--- config.mk ---
export PLATFORM = sky130hd
export DESIGN_NAME = cip_rx_check
export DESIGN_NICKNAME = d
export VERILOG_FILES = /design/src/rtl/cip_rx_pkg.sv /design/src/rtl/cip_hdr_fields.sv /design/src/rtl/cip_blk_count.sv /design/src/rtl/cip_dbc_judge.sv /design/src/rtl/cip_rx_check.sv
export SDC_FILE = /design/constraint.sdc
export NUM_CORES = 1
export LEC_CHECK = 0
export ABC_AREA = 1
export BUFFER_PORTS_ARGS = -buffer_cell sky130_fd_sc_hd__buf_2
export CAP_MARGIN = 20
export CORE_UTILIZATION = 60
export CTS_CLUSTER_SIZE = 24
export DETAILED_ROUTE_END_ITERATION = 16
export PLACE_DENSITY = 0.84
export SKIP_CTS_REPAIR_TIMING = 1
export SLEW_MARGIN = 20
export SYNTH_ARGS = -nofsm -noshare
export SYNTH_HDL_FRONTEND = slang
export SYNTH_HIERARCHICAL = 1
export SYNTH_SLANG_ARGS = --single-unit
--- constraint.sdc ---
create_clock -name clk -period 32.7 [get_ports clk]
set_input_delay 3.27 -clock clk [delete_from_list [all_inputs] [get_ports clk]]
set_output_delay 3.27 -clock clk [all_outputs]
set_load 0.005 [all_outputs]
--- src/rtl/cip_rx_pkg.sv ---
`timescale 1ns/1ps
package cip_rx_pkg;
    // header field positions (fixed by the wire format)
    localparam int Q_EOH_BIT  = 31;
    localparam int SPH_BIT    = 10;
    localparam int DBS_LSB    = 16;
    localparam int FMT_LSB    = 24;
    localparam int FDF_LSB    = 16;
    localparam int DBC_W      = 8;
    localparam int SYT_W      = 16;
    localparam int FMT_W      = 6;
    localparam int DBS_W      = 8;
    localparam int FDF_W      = 8;
    localparam int HDR_BYTES  = 8;
    localparam int MIN_LEN    = 12;

    localparam logic [FMT_W-1:0] FMT_AUDIO = 6'h10;
    localparam logic [FDF_W-1:0] FDF_EMPTY = 8'hFF;

    typedef struct packed {
        logic hdr;
        logic proto;
        logic dbs0;
        logic oversize;
        logic gap;
    } cip_err_t;
endpackage

--- src/rtl/cip_hdr_fields.sv ---
`timescale 1ns/1ps
module cip_hdr_fields
    import cip_rx_pkg::*;
(
    input  logic [31:0]       hdr0,
    input  logic [31:0]       hdr1,
    input  logic              cfg_no_eoh,
    input  logic              cfg_sph,
    input  logic [FMT_W-1:0]  cfg_fmt,
    output logic [DBS_W-1:0]  f_dbs,
    output logic [DBC_W-1:0]  f_dbc,
    output logic [FMT_W-1:0]  f_fmt,
    output logic [FDF_W-1:0]  f_fdf,
    output logic [SYT_W-1:0]  f_syt,
    output logic              frame_bad,
    output logic              proto_bad
);
    logic f_sph;
    logic eoh0, eoh1;
    logic unused_bits;

    always_comb begin
        f_dbs = hdr0[DBS_LSB +: DBS_W];
        f_dbc = hdr0[DBC_W-1:0];
        f_sph = hdr0[SPH_BIT];
        eoh0  = hdr0[Q_EOH_BIT];
        eoh1  = hdr1[Q_EOH_BIT];
        f_fmt = hdr1[FMT_LSB +: FMT_W];
        f_fdf = hdr1[FDF_LSB +: FDF_W];
        f_syt = hdr1[SYT_W-1:0];
        // framing: first quadlet must have the marker clear, second set
        frame_bad = !cfg_no_eoh && (eoh0 || !eoh1);
        proto_bad = (f_sph != cfg_sph) || (f_fmt != cfg_fmt);
    end

    assign unused_bits = ^{hdr0[30:24], hdr0[15:11], hdr0[9:8], hdr1[30]};
endmodule

--- src/rtl/cip_blk_count.sv ---
`timescale 1ns/1ps
module cip_blk_count
    import cip_rx_pkg::*;
#(
    parameter int LEN_W = 16,
    localparam int BLK_W = LEN_W - 2
) (
    input  logic [LEN_W-1:0] pkt_len,
    input  logic [DBS_W-1:0] rx_dbs,
    input  logic [FMT_W-1:0] rx_fmt,
    input  logic [FDF_W-1:0] rx_fdf,
    input  logic             cfg_force_dbs,
    input  logic [DBS_W-1:0] cfg_dbs,
    output logic [BLK_W-1:0] blocks,
    output logic             dbs_zero
);
    localparam logic [LEN_W-1:0] SHORT_LIM = LEN_W'(MIN_LEN);
    localparam logic [BLK_W-1:0] HDR_Q     = BLK_W'(HDR_BYTES / 4);

    logic             need_count;
    logic [DBS_W-1:0] divisor;
    logic [BLK_W-1:0] data_q;
    logic [BLK_W-1:0] quot;
    logic             unused_len;

    always_comb begin
        need_count = (pkt_len >= SHORT_LIM) &&
                     !((rx_fmt == FMT_AUDIO) && (rx_fdf == FDF_EMPTY));
        divisor    = cfg_force_dbs ? cfg_dbs : rx_dbs;
        data_q     = pkt_len[LEN_W-1:2] - HDR_Q;
        quot       = (divisor == '0) ? '0
                   : data_q / {{(BLK_W-DBS_W){1'b0}}, divisor};
        dbs_zero   = need_count && (rx_dbs == '0);
        blocks     = (need_count && !dbs_zero) ? quot : '0;
    end

    assign unused_len = ^pkt_len[1:0];
endmodule

--- src/rtl/cip_dbc_judge.sv ---
`timescale 1ns/1ps
module cip_dbc_judge
    import cip_rx_pkg::*;
#(
    parameter int BLK_W = 14
) (
    input  logic             known,
    input  logic             end_mode,
    input  logic [DBC_W-1:0] cfg_interval,
    input  logic [DBC_W-1:0] dbc_rx,
    input  logic [DBC_W-1:0] dbc_q,
    input  logic [BLK_W-1:0] blocks,
    output logic             lost,
    output logic [DBC_W-1:0] dbc_next
);
    logic [DBC_W-1:0] blk_lo;
    logic [DBC_W-1:0] step;
    logic             unused_hi;

    assign blk_lo = blocks[DBC_W-1:0];

    generate
        if (BLK_W > DBC_W) begin : g_hi
            assign unused_hi = |blocks[BLK_W-1:DBC_W];
        end else begin : g_nohi
            assign unused_hi = 1'b0;
        end
    endgenerate

    always_comb begin
        step = ((blocks != '0) && (cfg_interval != '0)) ? cfg_interval : blk_lo;
        if (!known)
            lost = 1'b0;
        else if (!end_mode)
            lost = (dbc_rx != dbc_q);
        else
            lost = (dbc_rx != DBC_W'(dbc_q + step));
        dbc_next = end_mode ? dbc_rx : DBC_W'(dbc_rx + blk_lo);
    end
endmodule

--- src/rtl/cip_rx_check.sv ---
`timescale 1ns/1ps
module cip_rx_check
    import cip_rx_pkg::*;
#(
    parameter int LEN_W = 16,
    localparam int BLK_W = LEN_W - 2
) (
    input  logic             clk,
    input  logic             rst_n,
    input  logic             restart,
    input  logic             pkt_valid,
    input  logic [LEN_W-1:0] pkt_len,
    input  logic [31:0]      hdr0,
    input  logic [31:0]      hdr1,
    input  logic             cfg_sph,
    input  logic [FMT_W-1:0] cfg_fmt,
    input  logic [DBS_W-1:0] cfg_dbs,
    input  logic [LEN_W-1:0] cfg_max_len,
    input  logic             cfg_no_eoh,
    input  logic             cfg_force_dbs,
    input  logic             cfg_end_event,
    input  logic [DBC_W-1:0] cfg_interval,
    output logic             out_valid,
    output logic [BLK_W-1:0] out_blocks,
    output logic [SYT_W-1:0] out_syt,
    output logic [DBC_W-1:0] out_dbc,
    output logic             err_hdr,
    output logic             err_proto,
    output logic             err_dbs0,
    output logic             err_oversize,
    output logic             err_gap,
    output logic             halted
);
    typedef struct packed {
        logic             vld;
        logic [BLK_W-1:0] blocks;
        logic [SYT_W-1:0] syt;
        logic [DBC_W-1:0] dbc;
        logic             known;
        logic             halt;
        cip_err_t         err;
    } state_t;

    state_t st_d, st_q;

    logic [DBS_W-1:0] f_dbs;
    logic [DBC_W-1:0] f_dbc;
    logic [FMT_W-1:0] f_fmt;
    logic [FDF_W-1:0] f_fdf;
    logic [SYT_W-1:0] f_syt;
    logic             frame_bad, proto_bad;
    logic [BLK_W-1:0] blk_cnt;
    logic             dbs_zero;
    logic             lost;
    logic [DBC_W-1:0] dbc_next;
    logic             too_long;

    cip_hdr_fields u_fields (
        .hdr0       (hdr0),
        .hdr1       (hdr1),
        .cfg_no_eoh (cfg_no_eoh),
        .cfg_sph    (cfg_sph),
        .cfg_fmt    (cfg_fmt),
        .f_dbs      (f_dbs),
        .f_dbc      (f_dbc),
        .f_fmt      (f_fmt),
        .f_fdf      (f_fdf),
        .f_syt      (f_syt),
        .frame_bad  (frame_bad),
        .proto_bad  (proto_bad)
    );

    cip_blk_count #(.LEN_W(LEN_W)) u_count (
        .pkt_len       (pkt_len),
        .rx_dbs        (f_dbs),
        .rx_fmt        (f_fmt),
        .rx_fdf        (f_fdf),
        .cfg_force_dbs (cfg_force_dbs),
        .cfg_dbs       (cfg_dbs),
        .blocks        (blk_cnt),
        .dbs_zero      (dbs_zero)
    );

    cip_dbc_judge #(.BLK_W(BLK_W)) u_judge (
        .known        (st_q.known),
        .end_mode     (cfg_end_event),
        .cfg_interval (cfg_interval),
        .dbc_rx       (f_dbc),
        .dbc_q        (st_q.dbc),
        .blocks       (blk_cnt),
        .lost         (lost),
        .dbc_next     (dbc_next)
    );

    assign too_long = (pkt_len > cfg_max_len);

    always_comb begin
        st_d     = st_q;
        st_d.vld = 1'b0;
        if (restart) begin
            st_d.err   = '0;
            st_d.halt  = 1'b0;
            st_d.known = 1'b0;
        end else if (pkt_valid && !st_q.halt) begin
            st_d.vld    = 1'b1;
            st_d.blocks = '0;
            st_d.syt    = f_syt;
            if (too_long) begin
                st_d.err.oversize = 1'b1;
                st_d.halt         = 1'b1;
            end else if (frame_bad) begin
                st_d.err.hdr = 1'b1;
            end else if (proto_bad) begin
                st_d.err.proto = 1'b1;
            end else if (dbs_zero) begin
                st_d.err.dbs0 = 1'b1;
                st_d.halt     = 1'b1;
            end else if (lost) begin
                st_d.err.gap = 1'b1;
                st_d.halt    = 1'b1;
            end else begin
                st_d.blocks = blk_cnt;
                st_d.dbc    = dbc_next;
                st_d.known  = 1'b1;
            end
        end
    end

    always_ff @(posedge clk) begin
        if (!rst_n) st_q <= '0;
        else        st_q <= st_d;
    end

    assign out_valid    = st_q.vld;
    assign out_blocks   = st_q.blocks;
    assign out_syt      = st_q.syt;
    assign out_dbc      = st_q.dbc;
    assign err_hdr      = st_q.err.hdr;
    assign err_proto    = st_q.err.proto;
    assign err_dbs0     = st_q.err.dbs0;
    assign err_oversize = st_q.err.oversize;
    assign err_gap      = st_q.err.gap;
    assign halted       = st_q.halt;
endmodule

==> flow_summary.json <==
{
  "fin_crit_ns": 30.25,
  "syn_inst": 1769,
  "slew_headroom": 0.353,
  "max_stage_delay_ns": 0.42,
  "wl_met3_um": 2010,
  "cts_num_sinks": 46,
  "start_kind": "input pin",
  "grt_max_degree": 36,
  "fin_setup_tns_ns": 0,
  "port_buffers": 155,
  "die_x_um": 135,
  "worstSetupPathType": "in2reg",
  "dpl.hpwl_um": 22600,
  "grt_pass1_vias": 10100,
  "cts_made_buffers": 5,
  "drv_slew": 0,
  "yosysWarnings": 6,
  "ys_types": 53,
  "skew_ns": 0.00725,
  "setup_violations": 0,
  "ant_nets": 0,
  "async_flop_share": 0,
  "synth_edf_count": 0,
  "antenna_found_initial": 1,
  "whs_path_depth": 2,
  "syn_area_sq_um": 10700,
  "fmax_mhz": 33.1,
  "initial_core_util": 0.616,
  "hold_violations": 0,
  "crit_buf_inv": 26,
  "met2WireLength_um": 12500,
  "wl_met1_um": 12600,
  "drtPass1Iterations": 7,
  "row_count": 48,
  "synth.ff_latch_count": 46,
  "synth_seq_area_share": 0.0865,
  "tightest_slew_ns": 0.970,
  "place_ws_ns": 0.822,
  "worst_slack_ns": 2.45,
  "path_common_cell": "nand2_1",
  "finalCritPeriodShare": 0.925,
  "path_depth": 192,
  "die_area_sq_um": 18300,
  "gp_congestion": 0.984,
  "cts_tree": "yes",
  "grt_use_total": 0.302,
  "routed_via_density": 5.49,
  "cp.required_ns": 32.93,
  "synth_fp_nets": 2016,
  "fin_nets": 2099,
  "dr_total_vias": 11400,
  "io_pins": 171,
  "drc_errors": 0,
  "hold_class": "reg2reg",
  "wire_per_inst_um": 13.5,
  "wl_um": 28100,
  "layout-drive-gt1-share": 0.193,
  "syn_to_final_growth_pct": 7.17,
  "yosys_most_used_dff": "dfxtp_1",
  "clkLatencyLatePin_ns": 0.30,
  "stdcell_area_sq_um": 11400,
  "cts.reportedPaths.clkPinSlew_ns": 0.07,
  "drt_iter0_markers": 886,
  "cpLargestDelayFamily": "simple AND/OR/NAND/NOR gates",
  "fillers": 1580,
  "coreArea_sq_um": 17300,
  "grt-ovfl-total": 0,
  "hold_ws_ns": 0.459,
  "dr.max_layer_used": "met4",
  "outcome": "completed",
  "crit_slowest_cell": "fa_1",
  "endpoint_kind": "flop",
  "grt_pass1_wl_um": 45400,
  "syn_area_per_cell_sq_um": 6.02,
  "crit_arrival_ns": 30.48,
  "clock-root-buffer": "clkbuf_16",
  "ff2ff_path_depth": 20,
  "maxCapViolations": 0,
  "die_y_um": 135,
  "placed_cell_area_sq_um": 11100,
  "crit_path_max_fanout": 14,
  "htreeDepth": 2,
  "clockBufferDepth": 2
}
[metrics by stage]
stage,utilization,instances
after floorplan,-,1769
after CTS,0.649,2068
after global placement,0.641,2060
after global routing,0.660,2079
final,0.660,2079
after detailed placement,0.641,2060
[kinds of logic after synthesis]
group                      after synthesis  synth area share
xor gates and xnor gates                86            0.0707
and+or+nand+nor                        876             0.388
adders and majority gates              121             0.144
muxes                                    7           0.00728
buffers and inverters                  365             0.164
AOI/OAI and AO/OA                      268             0.140
DFF                                     46            0.0865
[synth_stat cells, drive strengths merged (4+ instances only)]
cell      n  area (sq um)
a31oi     6          37.5
xor2     48           420
o21ai   128           674
dfxtp    46           921
nand3   135           793
a21oi   103           546
inv     252           946
nor3     19           128
nand3b    4          30.0
mux2      6          67.6
or2      16           105
nor4      7          43.8
clkbuf   13          48.8
a21o      8          60.1
ha      119          1490
nand4    38           272
xnor2    38           333
o21bai   10          75.1
nor2    191           800
nand2   465          1960
buf      97           738
[worst reg2reg max path: cells and delay by family (launching register included)]
family	cells	cell delay (ns)
DFF	1	0.38
buffers and inverters	2	0.20
and+or+nand+nor	15	1.61
AOI/OAI and AO/OA	1	0.10
adders and majority gates	2	0.58
[sequential cells by signal, summed over array words and instances (netlist names)]
name,count
out_blocks,14
out_valid,1
err_dbs0,1
out_dbc,8
err_oversize,1
err_proto,1
halted,1
err_hdr,1
st_q,1
out_syt,16
err_gap,1
[path summary, 6_finish.rpt]
check,slack [ns],to,startpoint
worst max register to register,29.75,out_dbc[0],out_dbc[0]
worst max-delay path,2.45,out_dbc[0],pkt_len[3]
worst min-delay path,0.46,st_q[6],st_q[6]
worst min register to register,0.46,st_q[6],st_q[6]
[layout make-up]
cell class,count,area [sq um],share of cell area
diodes,1,2.50,0.000219
well taps,225,282,0.0247
clock inverters,3,23.8,0.00208
clock buffers,5,125,0.0110
inverters,255,960,0.0841
flip-flops and latches,46,921,0.0807
repair buffers,184,993,0.0870
multi-input cells,1360,8110,0.710
[routing by layer]
| layer | global-route usage | vias up |
|---|---|---|
| li1 | - | 5830 |
| met1 | 0.396 | 5070 |
| met2 | 0.504 | 441 |
| met3 | 0.0378 | 74 |
| met4 | 0.105 | 0 |
| met5 | 0 | - |
[cell usage in the layout (no fill, tap or decap), types with 31 or more instances in the layout]
cell and n:
o21ai_1 31, xor2_1 48, buf_2 155, nand4_1 34
nand3_1 115, inv_1 227, nand2_2 32, xnor2_1 37
nand2_1 413, ha_1 117, a21oi_1 95, nor2_1 171
o21ai_0 90, dfxtp_1 46
Power is not shown: default switching activity piles up to over one toggle a cycle in this logic, so the estimate is an artifact.
